<file path="config.mk">
export PLATFORM = sky130hd
export DESIGN_NAME = cfg_loader
export DESIGN_NICKNAME = d
export VERILOG_FILES = /design/src/rtl/cfg_ld_pkg.sv /design/src/rtl/cfg_ld_phase.sv /design/src/rtl/cfg_ld_timer.sv /design/src/rtl/cfg_loader.sv
export SDC_FILE = /design/constraint.sdc
export NUM_CORES = 1
export LEC_CHECK = 0
export BUFFER_PORTS_ARGS = -buffer_cell sky130_fd_sc_hd__buf_2
export CAP_MARGIN = 10
export CORE_ASPECT_RATIO = 0.75
export CORE_MARGIN = 4
export CORE_UTILIZATION = 45
export DETAILED_ROUTE_END_ITERATION = 10
export PLACE_DENSITY = 0.74
export SETUP_SLACK_MARGIN = 0.5
export SYNTH_ARGS = -nofsm -noshare
export SYNTH_HDL_FRONTEND = slang
export SYNTH_SLANG_ARGS = --single-unit
</file>
<file path="constraint.sdc">
create_clock -name clk_i -period 3.9 [get_ports clk_i]
set_clock_uncertainty 0.2 [all_clocks]
set_input_delay 0.78 -clock clk_i [delete_from_list [all_inputs] [get_ports clk_i]]
set_output_delay 0.78 -clock clk_i [all_outputs]
set_load 0.01 [all_outputs]
</file>
<file path="src/rtl/cfg_ld_pkg.sv">
`timescale 1ns/1ps
package cfg_ld_pkg;

  typedef enum logic [3:0] {
    S_IDLE, S_PROG, S_REL, S_LOAD, S_CLO, S_CHI, S_BUSY, S_PCHK, S_PLO, S_PHI
  } st_e;

  typedef enum logic [2:0] {
    E_OK       = 3'd0,
    E_INIT_SET = 3'd1,
    E_INIT_REL = 3'd2,
    E_CRC      = 3'd3,
    E_BUSY     = 3'd4,
    E_DONE     = 3'd5
  } err_e;

  function automatic logic is_post(st_e s);
    return s inside {S_PCHK, S_PLO, S_PHI};
  endfunction

endpackage

</file>
<file path="src/rtl/cfg_ld_phase.sv">
`timescale 1ns/1ps
// Half-period tick for the configuration clock; restarts on clr_i.
module cfg_ld_phase #(
  parameter int unsigned HALF_CYC = 2
) (
  input  logic clk_i,
  input  logic rst_ni,
  input  logic clr_i,
  output logic tick_o
);
  localparam int unsigned PW = (HALF_CYC > 1) ? $clog2(HALF_CYC) : 1;

  logic [PW-1:0] ph_q;

  assign tick_o = (ph_q == PW'(HALF_CYC - 1));

  always_ff @(posedge clk_i or negedge rst_ni) begin
    if (!rst_ni)      ph_q <= '0;
    else if (clr_i)   ph_q <= '0;
    else if (tick_o)  ph_q <= '0;
    else              ph_q <= ph_q + 1'b1;
  end
endmodule

</file>
<file path="src/rtl/cfg_ld_timer.sv">
`timescale 1ns/1ps
// Saturating elapsed-cycle counter shared by all bounded waits.
module cfg_ld_timer #(
  parameter int unsigned W = 8
) (
  input  logic         clk_i,
  input  logic         rst_ni,
  input  logic         clr_i,
  output logic [W-1:0] cnt_o
);
  always_ff @(posedge clk_i or negedge rst_ni) begin
    if (!rst_ni)          cnt_o <= '0;
    else if (clr_i)       cnt_o <= '0;
    else if (cnt_o != '1) cnt_o <= cnt_o + 1'b1;
  end
endmodule

</file>
<file path="src/rtl/cfg_loader.sv">
`timescale 1ns/1ps
module cfg_loader
  import cfg_ld_pkg::*;
#(
  parameter int unsigned CLK_HZ     = 100_000_000,
  parameter int unsigned HALF_CYC   = 2,
  parameter int unsigned PROG_NS    = 300,
  parameter int unsigned INIT_MS    = 500,
  parameter int unsigned BUSY_MS    = 5,
  parameter int unsigned DONE_MS    = 200,
  parameter int unsigned TRAIL_CLKS = 8,
  parameter int unsigned CNT_W      = 24
) (
  input  logic             clk_i,
  input  logic             rst_ni,
  input  logic             start_i,
  input  logic [CNT_W-1:0] byte_cnt_i,
  input  logic             busy_chk_i,
  input  logic [7:0]       s_data_i,
  input  logic             s_valid_i,
  output logic             s_ready_o,
  output logic             prog_no,
  output logic             cclk_o,
  output logic             cs_no,
  output logic             wr_no,
  output logic [7:0]       d_o,
  input  logic             init_ni,
  input  logic             done_i,
  input  logic             busy_i,
  output logic             fin_o,
  output logic [2:0]       err_o
);
  localparam longint unsigned PROG_RAW =
    (longint'(CLK_HZ) * longint'(PROG_NS) + 64'd999_999_999) / 64'd1_000_000_000;
  localparam int unsigned PROG_CYC = (PROG_RAW == 0) ? 1 : int'(PROG_RAW);
  localparam int unsigned T_INIT = int'(longint'(CLK_HZ) * longint'(INIT_MS) / 1000);
  localparam int unsigned T_BUSY = int'(longint'(CLK_HZ) * longint'(BUSY_MS) / 1000);
  localparam int unsigned T_DONE = int'(longint'(CLK_HZ) * longint'(DONE_MS) / 1000);
  localparam int unsigned T_A    = (T_INIT > T_BUSY) ? T_INIT : T_BUSY;
  localparam int unsigned T_B    = (T_A > T_DONE) ? T_A : T_DONE;
  localparam int unsigned T_MAX  = (T_B > PROG_CYC) ? T_B : PROG_CYC;
  localparam int unsigned TW     = $clog2(T_MAX + 2);
  localparam int unsigned QW     = $clog2(TRAIL_CLKS + 1);

  st_e              st_q, st_d;
  logic [CNT_W-1:0] rem_q;
  logic [7:0]       dat_q;
  logic [QW-1:0]    qcnt_q;
  err_e             err_q, err_d;
  logic             fin_q, fin_d;
  logic             take, ld_ff, qinc;
  logic [TW-1:0]    tmr;
  logic             tick;
  logic             tmr_clr, ph_clr;
  logic             qual;

  // Shared wait timer: one run per bounded wait, the trailing phase counts as one.
  assign tmr_clr = (st_d != st_q) && !(is_post(st_d) && is_post(st_q));
  assign ph_clr  = (st_d != st_q);

  cfg_ld_timer #(.W(TW)) u_tmr (
    .clk_i (clk_i),
    .rst_ni(rst_ni),
    .clr_i (tmr_clr),
    .cnt_o (tmr)
  );

  cfg_ld_phase #(.HALF_CYC(HALF_CYC)) u_ph (
    .clk_i (clk_i),
    .rst_ni(rst_ni),
    .clr_i (ph_clr),
    .tick_o(tick)
  );

  assign s_ready_o = (st_q == S_LOAD) && (rem_q != '0) && !done_i && init_ni;
  assign take      = s_ready_o && s_valid_i;
  assign qual      = done_i && init_ni;

  always_comb begin
    st_d  = st_q;
    err_d = err_q;
    fin_d = 1'b0;
    ld_ff = 1'b0;
    qinc  = 1'b0;
    unique case (st_q)
      S_IDLE: if (start_i) st_d = S_PROG;
      S_PROG: begin
        if (tmr >= TW'(PROG_CYC - 1) && !init_ni) st_d = S_REL;
        else if (tmr >= TW'(T_INIT)) begin
          st_d = S_IDLE; fin_d = 1'b1; err_d = E_INIT_SET;
        end
      end
      S_REL: begin
        if (init_ni) st_d = S_LOAD;
        else if (tmr >= TW'(T_INIT)) begin
          st_d = S_IDLE; fin_d = 1'b1; err_d = E_INIT_REL;
        end
      end
      S_LOAD: begin
        if (rem_q == '0 || done_i) begin
          st_d = S_PCHK; ld_ff = 1'b1;
        end else if (!init_ni) begin
          st_d = S_IDLE; fin_d = 1'b1; err_d = E_CRC;
        end else if (s_valid_i) st_d = S_CLO;
      end
      S_CLO: if (tick) st_d = S_CHI;
      S_CHI: if (tick) st_d = busy_chk_i ? S_BUSY : S_LOAD;
      S_BUSY: begin
        if (!busy_i) st_d = S_LOAD;
        else if (tmr >= TW'(T_BUSY)) begin
          st_d = S_IDLE; fin_d = 1'b1; err_d = E_BUSY;
        end
      end
      S_PCHK: begin
        if (qual && qcnt_q == QW'(TRAIL_CLKS)) begin
          st_d = S_IDLE; fin_d = 1'b1; err_d = E_OK;
        end else if (tmr >= TW'(T_DONE)) begin
          st_d = S_IDLE; fin_d = 1'b1; err_d = E_DONE;
        end else begin
          qinc = qual;
          st_d = S_PLO;
        end
      end
      S_PLO, S_PHI: begin
        if (tmr >= TW'(T_DONE)) begin
          st_d = S_IDLE; fin_d = 1'b1; err_d = E_DONE;
        end else if (tick) st_d = (st_q == S_PLO) ? S_PHI : S_PCHK;
      end
      default: st_d = S_IDLE;
    endcase
  end

  always_ff @(posedge clk_i or negedge rst_ni) begin
    if (!rst_ni) begin
      st_q   <= S_IDLE;
      rem_q  <= '0;
      dat_q  <= 8'hFF;
      qcnt_q <= '0;
      err_q  <= E_OK;
      fin_q  <= 1'b0;
    end else begin
      st_q  <= st_d;
      err_q <= err_d;
      fin_q <= fin_d;
      if (st_q == S_IDLE && start_i) begin
        rem_q  <= byte_cnt_i;
        qcnt_q <= '0;
      end else begin
        if (take) rem_q  <= rem_q - 1'b1;
        if (qinc) qcnt_q <= qcnt_q + 1'b1;
      end
      if (take)       dat_q <= s_data_i;
      else if (ld_ff) dat_q <= 8'hFF;
    end
  end

  assign prog_no = (st_q != S_PROG);
  assign cs_no   = !(st_q inside {S_LOAD, S_CLO, S_CHI, S_BUSY});
  assign wr_no   = !(st_q inside {S_LOAD, S_CLO, S_CHI, S_BUSY});
  assign cclk_o  = !(st_q inside {S_CLO, S_PLO});
  assign d_o     = dat_q;
  assign fin_o   = fin_q;
  assign err_o   = err_q;

  AST_PROG_AFTER_INIT: assert property (@(posedge clk_i) disable iff (!rst_ni)
    $rose(prog_no) && !fin_o |-> !$past(init_ni));
  AST_SEL_AFTER_INIT: assert property (@(posedge clk_i) disable iff (!rst_ni)
    $fell(cs_no) |-> $past(init_ni));
  AST_DATA_STABLE: assert property (@(posedge clk_i) disable iff (!rst_ni)
    $rose(cclk_o) |-> $stable(d_o));
  AST_TAKE_THEN_LOW: assert property (@(posedge clk_i) disable iff (!rst_ni)
    s_ready_o && s_valid_i |=> !cclk_o && !cs_no);
  AST_BUSY_BOUND: assert property (@(posedge clk_i) disable iff (!rst_ni)
    st_q == S_BUSY |-> tmr <= TW'(T_BUSY));
  AST_FIN_IDLE: assert property (@(posedge clk_i) disable iff (!rst_ni)
    fin_o |-> prog_no && cs_no && wr_no);
  AST_FIN_PULSE: assert property (@(posedge clk_i) disable iff (!rst_ni)
    fin_o |=> !fin_o);

endmodule

</file>
==> results.md, run 1 <==
- Ranking of synthesized cells by area: dfrtp_1, nor2_4, dfstp_2
- Routed len/inst: 16.5 um
- Post-layout nets: 628
- CTS clock-pin slew for the worst setup and hold paths: 60 ps
- Finish-stage setup viols: 0
- Clock latency on the worst-skew pair: 340 ps
- Share of layout cells above drive strength 1: 0.267
- Num CTS Buffers: 9
- Root Buffer: clkbuf_16
- Hold crit path type: reg -> reg
- Input/output buffers: 56
- M1 WL: 5.65 mm
- Vias in the first global route: 3772
- Worst path required time: 3970 ps
- Pwr Density: 668 nW/um^2
- Fill cells: 882
- CP peak stage delay: 550 ps
- Die H: 95.7 um
- Buf/Inv on CP: 1
- Cell family with the largest share of critical-path delay: simple AND/OR/NAND/NOR gates
- Fin crit period: 3410 ps
- Starting DRC count in detailed routing: 531
- Register Area: 1790 sq um
- Async set or reset register ratio after synthesis: 1.00
- Total grt overflow: 0
- First-pass GRT wire length: 19.2 mm
- Status: complete, no violations
- Placed cell area: 5030 sq um
- Row count: 31
- Max Root-Sink Buffers: 2
- Mapped Cells: 520
- Crit path max fanout: 13
- Core ar.: 9850 sq um
- DIE WIDTH: 125 um
- Final instance area: 5550 sq um
- Distinct cells, synth: 68
- CP Launch Type: flop
- Worst Setup Path Type: reg -> reg
- Synth Area in Simple Gates: 0.302
- Synth warn: 0
- Leading cell type in the layout, fill and taps excluded: dfrtp_1
- Core Util, Final: 0.564
- Via count: 4155
- Met2 WL: 5.14 mm
- Slew @ Worst Pin: 952 ps
- Crit. End Element: flop
- Die area: 12000 sq um
- CTS tree: yes
- Slowest stage cell on the critical path: or4_4
- Final Hold Viols: 0
- Post-synth EDFFs: 0
- Post-route ant nets: 0
- Max Clk Rate: 0.293 GHz
- Hold_buf cts: 0
- Seq cells post-synth: 71
- Multi-input gate area: 2670 sq um
- Cell Area, Synth: 4620 sq um
- Hold_ws: 307 ps
- Final worst-path cycle share: 0.875
- Worst Setup Slack, final: 486 ps
- Synth Area in Compound Gates: 0.172
- H-Tree Depth: 3
- Peak supply drop: 0.396 mV
- DRC: 0
- Commonest cells after routing, fill and taps aside: dfrtp_1, buf_2, nor2_1, nand2_1, buf_4
- WL met3: 923 um
- Synthesis-to-finish area growth: 20.2%
- ANT cells: 0
- Number of max-cap violations: 0
- Boundary Pins: 57
- Worst slack, placed: 236 ps
- Cell taking the most area after synthesis: dfrtp_1
- Post-synthesis sequential area ratio: 0.387
- Syn Nets: 566
- P_leak: 0.00223 uW
- Mux contribution to synthesized area: 0.00433
- Adder and majority cell fraction of the synthesized area: 0.0163
- Setup TNS Final: 0 ps
- Starting Density: 0.469
- Final WL: 11.9 mm
- Vias per cell: 5.78
- GRT Total Usage: 0.197
- CTS sink count: 71
- Crit-path most repeated cell: or4_4
- Synth Area per Inst: 8.88 sq um
- Pin count of the biggest net entering global routing: 72
- Area fraction of the dominant cell type after synthesis: 0.341
- Crit path DAT: 3480 ps
- RSZ-0062 raised after global routing: true
- DP HPWL: 8.26 mm
- GP Congestion: 1.01
- Crit path cell chain: or4_4, or4b_4, nor3_4, nor4b_2, a2bb2oi_1, or4_4, o31a_4, buf_6, nor2_1
- Slew Limit Fails: 0
- DR pass1 iterations: 5
- Main combinational cell family by area after synthesis: simple AND/OR/NAND/NOR gates
- XOR/XNOR share of the synthesized area: 0.0664
- Prevailing post-synth register cell: dfrtp_1
- Worst rel slew slack: 0.365
- Max layer used: met4
- Initial antenna violation count: 0
[kinds of logic (layout without fill, tap and decap cells)]
| group | after synthesis | after routing |
|---|---|---|
| adders and majority gates | 6 | 6 |
| buffers and inverters | 51 | 118 |
| xor gates and xnor gates | 35 | 35 |
| AOI/OAI and AO/OA | 116 | 116 |
| DFF | 71 | 71 |
| muxes | 2 | 2 |
| and+or+nand+nor | 239 | 239 |
[per-layer routing]
metal	vias to the layer above	track usage
li1	2008	-
met1	1945	0.296
met2	185	0.280
met3	17	0.0444
met4	0	0.0650
met5	-	0
[synthesized netlist by cell type (all sizes together) (9+ instances only)]
cell type   n
nor2       69
nor4       11
and3        9
nor3       22
a21oi      24
nand2      41
nand3      23
xnor2      18
o21ai      32
clkbuf     27
nand4      13
dfrtp      63
inv        18
xor2       17
[area by class of cell]
cell class	count	share of cell area
Sequential cell	71	0.323
Clock inverter	6	0.0196
Clock buffer	10	0.0412
Timing Repair Buffer	84	0.0944
Multi-Input combinational cell	398	0.480
Tap cell	132	0.0297
Inverter	18	0.0122
[path summary, 6_finish.rpt]
kind                                        startpoint                     endpoint  slack [ps]  depth (start not counted)
max                        u_tmr.cnt_o[25]$_DFFE_PN0P_   u_tmr.cnt_o[3]$_DFFE_PN0P_         490                          9
min                              rem_q[14]$_DFFE_PN0P_        rem_q[14]$_DFFE_PN0P_         310                          1
min reg2reg                      rem_q[14]$_DFFE_PN0P_        rem_q[14]$_DFFE_PN0P_         310                          1
max reg2reg                u_tmr.cnt_o[25]$_DFFE_PN0P_   u_tmr.cnt_o[3]$_DFFE_PN0P_         490                          9
min in group asynchronous                       rst_ni         err_o[0]$_DFFE_PN0P_         450                          2
max in group asynchronous                       rst_ni  u_tmr.cnt_o[19]$_DFFE_PN0P_        2350                          2
[stage by stage]
stage | instances | power, uW
after global placement | 694 | 2500
after CTS | 712 | 3580
after floorplan | 520 | 2280
after global routing | 719 | 3940
after detailed placement | 694 | 2530
final | 719 | 3710
[report_power, final]
part | switching, uW | total [uW] | internal (uW) | leakage, uW
sequential | 208 | 1180 | 972 | 0.000883
combinational | 915 | 1580 | 666 | 0.00118
clock | 324 | 948 | 624 | 0.000166
total | 1450 | 3710 | 2260 | 0.00223
[state kept, by name, summed over array words and instances, names as in the netlist]
| signal | count |
|---|---|
| u_tmr.cnt_o | 26 |
| fin_o | 1 |
| qcnt_q | 4 |
| err_o | 3 |
| rem_q | 24 |
| st_q | 4 |
| u_ph.tick_o | 1 |
| d_o | 8 |
[what timing repair did]
action | 4_1_cts | 5_1_grt
gates cloned | 0 | 1
endpoints found under the setup margin | 26 | 33
pin swaps | 2 | 8
resized for setup | 13 | 11
buffers inserted | 2 | 6
No activity file was read; power rests on OpenSTA's default activity.
==> inputs of run 2 (changes only) <==
==> constraint.sdc (replaced) <==
create_clock -name clk_i -period 3.7 [get_ports clk_i]
set_clock_uncertainty 0.2 [all_clocks]
set_input_delay 0.74 -clock clk_i [delete_from_list [all_inputs] [get_ports clk_i]]
set_output_delay 0.74 -clock clk_i [all_outputs]
set_load 0.01 [all_outputs]
==> run 2 against run 1 <==
  * Wire length shrank 0.32%
  * Core utilization fell by 0.39 points
  * Maximum frequency grew 2.0%
  * Critical path type unchanged
  * First-iteration DRC count shrank 7.0%
  * Critical endpoint is now u_tmr.cnt_o[18]$_DFFE_PN0P_
  * Non-clock buffer count up 2
  * Global-route usage is 0.39 points higher
==> results.md, run 2 (synthesis results as in run 1) <==
- Via count: 4201
- H-Tree Depth: 3
- Total power: 3760 uW
- Final Non-Filler Cells: 721
- Number of max-cap violations: 0
- Total grt overflow: 0
- Worst rel slew slack: 0.554
- Routed len/inst: 16.4 um
- Final worst-path cycle share: 0.904
- Slowest stage cell on the critical path: or4_1
- R2R Path Start: u_tmr.cnt_o[9]$_DFFE_PN0P_
- Root Buffer: clkbuf_16
- Row count: 31
- Status: complete, no violations
- Crit path DAT: 3420 ps
- Peak supply drop: 0.350 mV
- CTS clock-pin slew for the worst setup and hold paths: 60 ps
- Setup TNS Final: 0 ps
- Placed Instances: 702
- CP Launch Type: flop
- First-pass GRT wire length: 19.4 mm
- Vias per cell: 5.83
- GRT Total Usage: 0.201
- Post-layout nets: 630
- RSZ-0062 raised after global routing: true
- Final Hold Viols: 0
- Worst path required time: 3770 ps
- End point of the critical path: u_tmr.cnt_o[18]$_DFFE_PN0P_
- DIE WIDTH: 125 um
- Crit path max fanout: 11
- Starting Density: 0.469
- Hold crit path type: in -> async
- Fin crit period: 3350 ps
- CTS tree: yes
- Finish-stage setup viols: 0
- Synthesis-to-finish area growth: 19.4%
- Slew @ Worst Pin: 653 ps
- DR pass1 iterations: 7
- Largest Register: u_tmr.cnt_o
- Worst Setup Slack, final: 354 ps
- Pin count of the biggest net entering global routing: 29
- Initial antenna violation count: 0
- Starting DRC count in detailed routing: 494
- R2R setup slack: 350 ps
- Leading cell type in the layout, fill and taps excluded: dfrtp_1
- Crit. End Element: flop
- Register Area: 1790 sq um
- Die H: 95.7 um
- P_leak: 0.00222 uW
- Worst R2R End: u_tmr.cnt_o[18]$_DFFE_PN0P_
- Input/output buffers: 56
- Worst slack, placed: 234 ps
- Worst r2r path cells: 9
- Multi-input gate area: 2680 sq um
- Pwr Density: 681 nW/um^2
- Worst Setup Path Type: reg -> reg
- DRC: 0
- Die area: 12000 sq um
- Share of layout cells above drive strength 1: 0.263
- Max Clk Rate: 0.299 GHz
- Slew Limit Fails: 0
- Max Root-Sink Buffers: 2
- Boundary Pins: 57
- Commonest cells after routing, fill and taps aside: dfrtp_1, buf_2, nor2_1, nand2_1, buf_4
- Max FFs per register: 26
- Core ar.: 9850 sq um
- CTS sink count: 71
- Post-route ant nets: 0
- Num CTS Buffers: 9
- Crit path from: u_tmr.cnt_o[9]$_DFFE_PN0P_
- GP Congestion: 0.976
- DP HPWL: 8.49 mm
- CP peak stage delay: 560 ps
- Crit path cell chain: or4_1, o311a_1, a21boi_2, nor3b_2, a2111oi_2, or4_4, o31a_4, buf_12, nor2_4
- Vias in the first global route: 3802
- Clock latency on the worst-skew pair: 340 ps
- Fill cells: 887
- Final WL: 11.8 mm
- Hold_buf cts: 0
- ANT cells: 0
run 2: cell types whose count changed in the layout (fill, tap and decap cells not counted), moves of 2 or more:
cell / change
dfrtp_1: +4
dfrtp_2: -4
bufinv_16: -3
buf_4: +2
run 2: per-layer routing:
metal	global-route usage	routed length, um
met3	0.0627	1010
met2	0.290	5200
met1	0.295	5530
met5	0	0
met4	0.0460	100
run 2: cell type report:
| cell class | count | share of cell area |
|---|---|---|
| clock buffers | 12 | 0.0447 |
| clock inverters | 4 | 0.00386 |
| inverters | 18 | 0.0123 |
| multi-input cells | 398 | 0.486 |
| flip-flops and latches | 71 | 0.324 |
| well taps | 132 | 0.0299 |
| repair buffers | 86 | 0.0994 |
run 2: worst min path at each step:
stage | slack, ps | endpoint | cells after the start | startpoint
after global routing | 180 | rem_q[12]$_DFFE_PN0P_ | 1 | rst_ni
after CTS | 170 | rem_q[13]$_DFFE_PN0P_ | 1 | rst_ni
final | 160 | rem_q[13]$_DFFE_PN0P_ | 1 | rst_ni
after detailed placement | 300 | rem_q[14]$_DFFE_PN0P_ | 1 | rem_q[14]$_DFFE_PN0P_
after global placement | 280 | rem_q[14]$_DFFE_PN0P_ | 1 | rem_q[14]$_DFFE_PN0P_
after floorplan | 240 | err_o[0]$_DFFE_PN0P_ | 0 | rst_ni
run 2: power by group:
group | switching [uW] | internal, uW
logic | 961 | 735
clock network | 333 | 468
registers | 235 | 1020
total | 1530 | 2230
run 2: stage by stage:
step	hold slack (ps)	utilization	cell area (sq um)
CTS	165	0.553	5450
global route	183	0.560	5520
floorplan	244	-	4630
detailed placement	301	0.520	5120
global placement	284	0.520	5120
finish	157	0.560	5520
run 2: timing repair:
action,in CTS,in global routing
gates resized for setup,10,9
setup buffers,2,0
pin swaps,0,2
endpoints found under the setup margin,27,30
cloned,0,1
run 2: worst max-delay path: cells and delay by family (launching register included):
| family | cells | cell delay (ps) |
|---|---|---|
| buf+inv | 1 | 180 |
| simple gates | 4 | 1460 |
| flops | 1 | 450 |
| compound gates | 4 | 970 |
==> inputs of run 3 (changes only) <==
--- a/config.mk
+++ b/config.mk
@@ -12,7 +12,6 @@
 export CORE_UTILIZATION = 45
 export DETAILED_ROUTE_END_ITERATION = 10
 export PLACE_DENSITY = 0.74
-export SETUP_SLACK_MARGIN = 0.5
 export SYNTH_ARGS = -nofsm -noshare
 export SYNTH_HDL_FRONTEND = slang
 export SYNTH_SLANG_ARGS = --single-unit
==> run 3 against run 2 <==
  * Cell area fell by 2.7%
  * Global-route usage is 0.50 points higher
  * Highest routed layer unchanged
  * Power shrank 5.7%
  * Clock power up 4.9%
  * Critical endpoint is now u_tmr.cnt_o[17]$_DFFE_PN0P_
==> results.md, run 3 (synthesis results as in run 1) <==
- ANT cells: 0
- CP Launch Type: flop
- Routed len/inst: 16.9 um
- Vias per cell: 6.01
- Largest Register: u_tmr.cnt_o
- R2R setup slack: 140 ps
- Via count: 4294
- Crit. End Element: flop
- Register Area: 1790 sq um
- Worst Setup Path Type: reg -> reg
- GP Congestion: 1.02
- Root Buffer: clkbuf_16
- Fill cells: 915
- Final instance area: 5370 sq um
- H-Tree Depth: 3
- Final WL: 12.0 mm
- Row count: 31
- Initial antenna violation count: 0
- Clock latency on the worst-skew pair: 330 ps
- Hold crit path type: reg -> reg
- Core ar.: 9850 sq um
- Starting DRC count in detailed routing: 551
- Fin crit period: 3560 ps
- Post-route ant nets: 0
- Final Non-Filler Cells: 714
- CTS sink count: 71
- Leading cell type in the layout, fill and taps excluded: dfrtp_1
- Die area: 12000 sq um
- Input/output buffers: 56
- DR pass1 iterations: 6
- Postcts setup bufs: 0
- DP HPWL: 8.85 mm
- Crit path max fanout: 11
- Total grt overflow: 0
- Die H: 95.7 um
- Slowest stage cell on the critical path: or4_1
- Number of max-cap violations: 0
- P_leak: 0.00216 uW
- Worst path required time: 3760 ps
- Num CTS Buffers: 9
- GRT Total Usage: 0.206
- Hold_ws: 301 ps
- Final Hold Viols: 0
- Boundary Pins: 57
- Worst rel slew slack: 0.381
- Max Clk Rate: 0.281 GHz
- Synthesis-to-finish area growth: 16.2%
- DIE WIDTH: 125 um
- Core Util, Final: 0.545
- Slew Limit Fails: 0
- DRC: 0
- CTS clock-pin slew for the worst setup and hold paths: 50 ps
- Hold_buf cts: 0
- Status: complete, no violations
- First-pass GRT wire length: 20.1 mm
- RSZ-0062 raised after global routing: true
- Commonest cells after routing, fill and taps aside: dfrtp_1, buf_2, nor2_1, nand2_1
- Placed cell area: 5070 sq um
- Slew @ Worst Pin: 905 ps
- Max Root-Sink Buffers: 2
- Vias in the first global route: 4016
- Post_cts resized: 0
- Crit path DAT: 3630 ps
- CP peak stage delay: 600 ps
- Crit path cell chain: or4_1, o311a_1, a21boi_2, nor3b_1, a2111oi_0, or4_1, o31a_2, buf_4, nor2_4
- Finish-stage setup viols: 0
- Share of layout cells above drive strength 1: 0.239
- Multi-input gate area: 2610 sq um
- Max FFs per register: 26
- CTS tree: yes
- Placed Instances: 699
- Crit-path most repeated cell: or4_1
- Starting Density: 0.469
- Final worst-path cycle share: 0.964
- Pwr Density: 660 nW/um^2
- Pin count of the biggest net entering global routing: 37
- Post-layout nets: 624
- Peak supply drop: 0.432 mV
-- run 3: final timing paths --
path | end | from | depth (start not counted)
max in group asynchronous | rem_q[10]$_DFFE_PN0P_ | rst_ni | 2
setup reg to reg | u_tmr.cnt_o[17]$_DFFE_PN0P_ | u_tmr.cnt_o[9]$_DFFE_PN0P_ | 9
min in group asynchronous | u_tmr.cnt_o[21]$_DFFE_PN0P_ | rst_ni | 1
hold reg to reg | rem_q[14]$_DFFE_PN0P_ | rem_q[14]$_DFFE_PN0P_ | 1
setup / recovery | u_tmr.cnt_o[17]$_DFFE_PN0P_ | u_tmr.cnt_o[9]$_DFFE_PN0P_ | 9
hold / removal | rem_q[14]$_DFFE_PN0P_ | rem_q[14]$_DFFE_PN0P_ | 1
-- run 3: metal layers --
metal,global-route usage,vias to the layer above,part of all wire
met5,0,-,0
met4,0.0587,0,0.013
met3,0.0549,20,0.077
met2,0.308,177,0.45
met1,0.295,2097,0.46
li1,-,2000,-
-- run 3: final cells by class --
class / instances / area share
Sequential cell: 71 / 0.333
Multi-Input combinational cell: 398 / 0.486
Clock inverter: 4 / 0.00886
Timing Repair Buffer: 80 / 0.0858
Inverter: 18 / 0.0126
Clock buffer: 11 / 0.0434
Tap cell: 132 / 0.0308
-- run 3: where the power goes --
| part | total [uW] | internal, uW | switching (uW) |
|---|---|---|---|
| Sequential | 1270 | 1030 | 244 |
| Combinational | 1430 | 529 | 905 |
| Clock | 840 | 516 | 324 |
-- run 3: metrics by stage --
step	setup WS (ps)	total power (uW)	setup TNS [ps]
finish	135	3540	0
CTS	124	3540	0
global route	-3.09	3760	-3.09
floorplan	286	2400	0
global placement	209	2640	0
detailed placement	160	2690	0
-- run 3: critical path, delay by kind of cell, from the launching register on --
family                 cells  cell delay (ps)
AO/OA/AOI/OAI              4             1020
buffers and inverters      1              250
flip-flops                 1              460
AND/OR/NAND/NOR            4             1560
